<file path="config.mk">
export PLATFORM = sky130hd
export DESIGN_NAME = dual_read_shifter
export DESIGN_NICKNAME = d
export VERILOG_FILES = /design/src/rtl/dual_read_shifter.sv
export SDC_FILE = /design/constraint.sdc
export NUM_CORES = 1
export LEC_CHECK = 0
export ABC_CLOCK_PERIOD_IN_PS = 5480
export CORE_UTILIZATION = 58
export CTS_CLUSTER_SIZE = 16
export DETAILED_ROUTE_END_ITERATION = 8
export PLACE_DENSITY = 0.89
export SYNTH_ARGS = -nofsm -noshare
export SYNTH_HDL_FRONTEND = slang
export SYNTH_SLANG_ARGS = --single-unit
</file>
<file path="constraint.sdc">
create_clock -name sclk -period 5.48 [get_ports sclk]
set_clock_uncertainty 0.15 [all_clocks]
set_input_delay 1.096 -clock sclk [delete_from_list [all_inputs] [get_ports sclk]]
set_output_delay 1.096 -clock sclk [all_outputs]
set_load 0.01 [all_outputs]
</file>
<file path="src/rtl/dual_read_shifter.sv">
`timescale 1ns/1ps
module dual_read_shifter #(
  parameter int AW        = 17,
  parameter int ADDR_BITS = 24,
  parameter int SGL_DUMMY = 8,
  parameter int DUO_DUMMY = 4
) (
  input  logic          sclk,
  input  logic          cs_n,
  input  logic          start,
  input  logic          dual_addr,
  input  logic          busy,
  input  logic [1:0]    sio_in,
  output logic [1:0]    sio_out,
  output logic [1:0]    sio_oe,
  output logic          mem_rd,
  output logic [AW-1:0] mem_addr,
  input  logic [7:0]    mem_data
);
  localparam int CW = $clog2(ADDR_BITS + 1);

  typedef enum logic [2:0] {S_IDLE, S_ADDR, S_DUMMY, S_DATA, S_REJ} state_t;

  state_t               st;
  logic [CW-1:0]        cnt;
  logic                 dual;
  logic [ADDR_BITS-1:0] addr;
  logic [1:0]           pi;
  logic [1:0]           pick;

  wire a_last   = cnt == (dual ? CW'(ADDR_BITS/2 - 1) : CW'(ADDR_BITS - 1));
  wire d_last   = cnt == (dual ? CW'(DUO_DUMMY - 1) : CW'(SGL_DUMMY - 1));
  wire bad_mode = dual && cnt == CW'(1) && sio_in != pick;
  wire [1:0] pair = 2'(mem_data >> {~pi, 1'b0});

  assign mem_rd   = (st == S_DUMMY && d_last && !bad_mode) || (st == S_DATA && pi == 2'd3);
  assign mem_addr = addr[AW-1:0];

  always_ff @(posedge sclk or posedge cs_n) begin
    if (cs_n) begin
      st   <= S_IDLE;
      cnt  <= '0;
      dual <= 1'b0;
      addr <= '0;
      pi   <= '0;
      pick <= '0;
    end else begin
      case (st)
        S_IDLE: if (start) begin
          dual <= dual_addr;
          cnt  <= '0;
          st   <= busy ? S_REJ : S_ADDR;
        end
        S_ADDR: begin
          addr <= dual ? {addr[ADDR_BITS-3:0], sio_in} : {addr[ADDR_BITS-2:0], sio_in[0]};
          if (a_last) begin
            cnt <= '0;
            st  <= S_DUMMY;
          end else begin
            cnt <= cnt + 1'b1;
          end
        end
        S_DUMMY: begin
          if (cnt == '0) pick <= sio_in;
          if (bad_mode) begin
            st <= S_REJ;
          end else if (d_last) begin
            st   <= S_DATA;
            pi   <= '0;
            addr <= addr + 1'b1;
          end else begin
            cnt <= cnt + 1'b1;
          end
        end
        S_DATA: begin
          pi <= pi + 1'b1;
          if (pi == 2'd3) addr <= addr + 1'b1;
        end
        default: ;
      endcase
    end
  end

  always_ff @(negedge sclk or posedge cs_n) begin
    if (cs_n) begin
      sio_oe  <= 2'b00;
      sio_out <= 2'b00;
    end else begin
      sio_oe  <= {2{st == S_DATA}};
      sio_out <= (st == S_DATA) ? pair : 2'b00;
    end
  end
endmodule

</file>
==> metrics, run 1 <==
Max-cap violations=0; Hold Crit Depth=1; Post-synth top flop=dfrtp_1; worst r2r path cells=2; Fillers=290; Slew headroom=0.5381; FFs w/ async S/R, synth=1.000; cell area after layout=2779 sq um; CTS max path bufs=2; Chip Width=65.69 um; Area contributors post-synth=dfrtp_1 (32%), mux2_2 (5.7%), nand2_1 (4.6%), a21oi_1 (4.5%), a31oi_1 (4.3%); Worst VDD drop=about 0.14 mV; final hold viol count=0; n_diodes=0; Seq/Total Area, Yosys=0.3511; leakage power figure=1.136 nW; Sinks on Clock Net=33; share of cells above drive strength 1=0.1469; crit path capture type=output port; H-tree Lvls=2; # rows=22; CORE AREA=3771 sq um; Post-CTS Resized=0; RR Startpoint=pi[0]; aggregate global-route resource usage=0.2706; total grt overflow=0; Syn-to-layout area delta=18.14%; CP delay by family, top=buffers and inverters; critical path depth=1; placed inst area=2689 sq um; mean routed wirelength per cell=15.80 um; WL met1=2.389 mm; number of flops mapped to enable cells by yosys=0; Num CTS Buffers=5; largest net degree at the start of global routing=32; Pwr per Cell Area=169.5 nW/um^2; Netlist cell types=53; gpl congestion=about 0.89; top routing layer used=met4; Reg-to-Reg End=sio_out[0]; commonest non-fill, non-tap cell in the layout=clkdlybuf4s50_1; Synth Cell Area=2352 sq um; CTS tree=yes; Startpoint Class=flop; Residual DRC=0; HP Class=flop to flop; die area=approximately 4300 sq um; outcome=completed; crit-path max cell delay=530 ps; die height=65.69 um; dpl hpwl=3.639 mm; syn_area_per_cell=9.117 sq um; Setup-failing EPs final=0; WL met3=between 300 and 400 um; Critical Path AT=3970 ps; Routed Wire Length=5.276 mm; Clock transition at path regs=approximately 60 ps; post-CTS setup buffers=0; vias per cell=6.380; CP Cell Sequence=clkdlybuf4s50_1; fin nets=305; Slowest-stage cell, CP=clkdlybuf4s50_1; WP data required=4230 ps; Initial DRC Count=roughly 240; antenna violations before repair=0; DRT Pass-1 Iters=4; reg2reg setup slack=1270 ps; Initial Util=0.6238; Syn Inst Count=between 200 and 300; Syn Nets=278; worst slew pin tran=692.8 ps; Seq cells post-synth=33; Antenna Nets Post-Route=0; crit-path max FO=2; CTS hold repair buffers=0; Slew Viols, Final=0; area leader, netlist=dfrtp_1; Syn. warnings=0; io pins=37; type of the worst setup path=flop to output port; DR WL met2=between 2 and 2.5 mm; Setup TNS Final=0 ps; Port Buf Inserts=36; Hold Path Origin=pick[0]; unrepaired setup endpoints after global routing=no; Vias=~2,100; first-pass GRT wire length=8.928 mm; Clk Latency, worst-skew pair=roughly 290 ps; area fraction of the dominant cell type after synthesis=0.3191; commonest non-fill, non-tap cells in the layout=clkdlybuf4s50_1 (36), dfrtp_1 (30), nand2_1 (29); Hold Path End=pick[0]; Root Driver=clkbuf_8; vias in the first global route=1,996; critical path buffer and inverter count=1
[area by class of cell]
class	instances	area [sq um]	area share
Timing Repair Buffer	41	397.9	0.1432
Inverter	8	30.03	0.01081
Sequential cell	33	825.8	0.2972
Clock buffer	8	90.09	0.03242
Tap cell	48	60.06	0.02161
Multi-Input combinational cell	196	1375	0.4948
[through the flow]
stage | power (mW) | hold WS, ps | cells | setup WS (ps) | util
floorplan | 0.2702 | 351.0 | 258 | 727.6 | -
global placement | 0.2854 | 359.9 | 326 | 290.8 | 0.7130
detailed placement | 0.2861 | 370.2 | 326 | 271.8 | 0.7130
CTS | 0.4732 | 385.8 | 334 | 259.5 | 0.7369
global route | 0.4846 | 411.2 | 334 | 231.0 | 0.7369
finish | 0.4710 | 381.2 | 334 | 266.3 | 0.7369
[per-layer routing]
layer | track usage | vias up
met5 | 0 | -
met4 | 0.1332 | 0
met3 | 0.03993 | 8
met2 | 0.4273 | 102
met1 | 0.3591 | 1005
li1 | - | 1016
[kinds of logic after synthesis]
family          after synthesis  share of synthesized area
fa+ha+maj                     5                    0.02660
buf+inv                      29                    0.06542
simple gates                 83                     0.1979
flops                        33                     0.3511
compound gates               82                     0.2309
mux                          22                     0.1133
xor+xnor                      4                    0.01490
[registers in the layout (all words and copies together), names as in the netlist]
register,flops
pi,2
cnt,5
sio_oe,1
sio_out,2
st,3
addr,17
dual,1
pick,2
[worst max-delay path by stage]
stage | start | end | slack, ps
2_1_floorplan | mem_data[0] | sio_out[0] | 730
3_3_place_gp | mem_data[3] | sio_out[1] | 290
4_1_cts | sio_oe[0] | sio_oe[1] | 260
3_5_place_dp | mem_data[1] | sio_out[1] | 270
5_1_grt | sio_oe[0] | sio_oe[1] | 230
6_report | sio_oe[0] | sio_oe[1] | 270
[report_power, final]
group	leakage [nW]	internal [mW]	total, mW	switching, mW
sequential	0.418	0.246	0.248	0.00179
combinational	0.673	0.0189	0.0335	0.0146
clock	0.0455	0.102	0.190	0.0873
total	1.14	0.367	0.471	0.104
[cells in the mapped netlist (4+ instances only)]
master    number
a21oi_1       21
a31oi_1       16
and3_1         4
buf_2          6
buf_6          4
clkbuf_1       9
dfrtp_1       30
ha_1           5
inv_1          8
mux2_2        12
mux2i_1        6
nand2_1       29
nand3_1       12
nand4_1        6
nor2_1         8
o21ai_0       16
o22ai_1        5
o31ai_1        6
No activity file was read; power rests on OpenSTA's default activity.
==> run 2: changes to the inputs <==
CAP_MARGIN = 40   (was unset)
==> results of run 2 <==
Same layout as run 1: the final DEF is identical, and so are final timing and power.
==> run 3: changes to the inputs <==
CORE_UTILIZATION = 30   (was 58)
PLACE_DENSITY = 0.54   (was 0.89)
==> run 3 against run 2 <==
Compared with the run above: non-clock buffer count unchanged; largest cell class unchanged; wire length increased by 11%; clock-buffer cell count is 2 lower; die area rose by 90%; first-iteration DRC count fell by 36%; register-to-register slack got worse by 60 ps; power shrank 0.55%.
==> metrics, run 3 (synthesis gave the netlist of run 1 again) <==
outcome=completed; Chip Width=90.55 um; antenna violations before repair=0; P_int=0.3544 mW; Port Buf Inserts=36; Gate power share=0.076; CP delay by family, top=buffers and inverters; sw power=0.1140 mW; Slew headroom=0.4839; Setup-failing EPs final=0; Max-cap violations=0; gpl congestion=0.7499; Largest register FFs=17; Top reg by flops=addr; share of cells above drive strength 1=0.1503; Residual DRC=0; Hold Path Origin=pick[0]; Core Util, Final=0.3854; Vias=2,064; Sinks on Clock Net=33; crit-path max FO=2; Fillers=around 760; Routed Wire Length=5.880 mm; placed cell count=approximately 380; Syn-to-layout area delta=21.38%; RR Startpoint=st[1]; vias per cell=5.361; CTS max path bufs=2; CP Cell Sequence=clkdlybuf4s50_1; largest net degree at the start of global routing=37; biggest regs=addr x17, cnt x5, st x3; Seq pwr share=0.530; Layout Cells excl Fill=just under 400; leakage power figure=between 1 and 1.5 nW; Setup TNS Final=0 ps; post-CTS setup buffers=0; Clk Latency, worst-skew pair=290 ps; Initial Util=0.3175; dpl hpwl=3.986 mm; vias in the first global route=1,946; mean routed wirelength per cell=15.27 um; commonest non-fill, non-tap cells in the layout=clkdlybuf4s50_1 (36), dfrtp_1 (30), nand2_1 (29); Critical Path AT=3970 ps; fin nets=305; Initial DRC Count=155; Pwr per Cell Area=164.0 nW/um^2; area occupied by multi-input gates=1375 sq um; Sw Share=0.2434; first-pass GRT wire length=9.977 mm; Worst Setup SP=sio_oe[0]; worst slew pin tran=774.1 ps; Num CTS Buffers=5; commonest non-fill, non-tap cell in the layout=clkdlybuf4s50_1; die height=90.55 um; Clock power frac=0.394; Worst VDD drop=between 0.06 and 0.07 mV; total grt overflow=0; CORE AREA=about 7400 sq um; # rows=31; Pwr Total=0.4684 mW; HP Class=flop to flop; crit-path max cell delay=530 ps; Slowest-stage cell, CP=clkdlybuf4s50_1; io pins=37; final hold viol count=0; H-tree Lvls=2; worst hold slack=386.0 ps; Antenna Nets Post-Route=0; WP data required=4230 ps; aggregate global-route resource usage=0.1498; Startpoint Class=flop; Root Driver=clkbuf_8; critical path buffer and inverter count=1; unrepaired setup endpoints after global routing=no; die area=~8200 sq um; n_diodes=0; Slew Viols, Final=0; CTS hold repair buffers=0; type of the worst setup path=flop to output port; DRT Pass-1 Iters=4; crit path capture type=output port; Reg area=825.8 sq um; Post-CTS Resized=0; Clock transition at path regs=70 ps; CTS tree=yes
==> run 3: path summary, 6_finish.rpt <==
kind	depth (start not counted)	slack, ps	endpoint
max reg2reg	3	1210	sio_out[1]
min reg2reg	1	390	pick[0]
max	1	260	sio_oe[1]
min in group asynchronous	2	930	pi[0]
max in group asynchronous	2	1350	sio_oe[0]
min	1	390	pick[0]
==> run 3: layer usage <==
metal	global-route usage	vias up	share of wire	wire, um
met4	0.04032	0	0.012	72
li1	-	1019	-	-
met2	0.2475	37	0.48	2817
met5	0	-	0	0
met1	0.1999	1000	0.48	2826
met3	0.02694	8	0.028	164
==> run 3: layout make-up <==
| type | instances | share of cell area |
|---|---|---|
| clock buffer | 6 | 0.02542 |
| clock inverter | 2 | 0.003506 |
| inverter | 8 | 0.01052 |
| multi-input combinational | 196 | 0.4816 |
| sequential | 33 | 0.2892 |
| tap | 99 | 0.04338 |
| timing repair buffer | 41 | 0.1464 |
==> run 3: stage by stage <==
step | area, sq um | worst slack (ps)
after floorplan | 2352 | 727.6
after global placement | 2745 | 309.0
after detailed placement | 2773 | 278.3
after CTS | 2855 | 248.8
after global routing | 2855 | 221.0
final | 2855 | 262.6
==> run 3: power by group through the flow <==
stage,clock network (mW),logic [mW],registers (mW)
2_1_floorplan,0,0.0178,0.252
3_3_place_gp,0,0.0314,0.256
3_5_place_dp,0,0.0363,0.253
4_1_cts,0.194,0.0365,0.248
5_1_grt,0.205,0.0394,0.249
6_report,0.185,0.0355,0.248
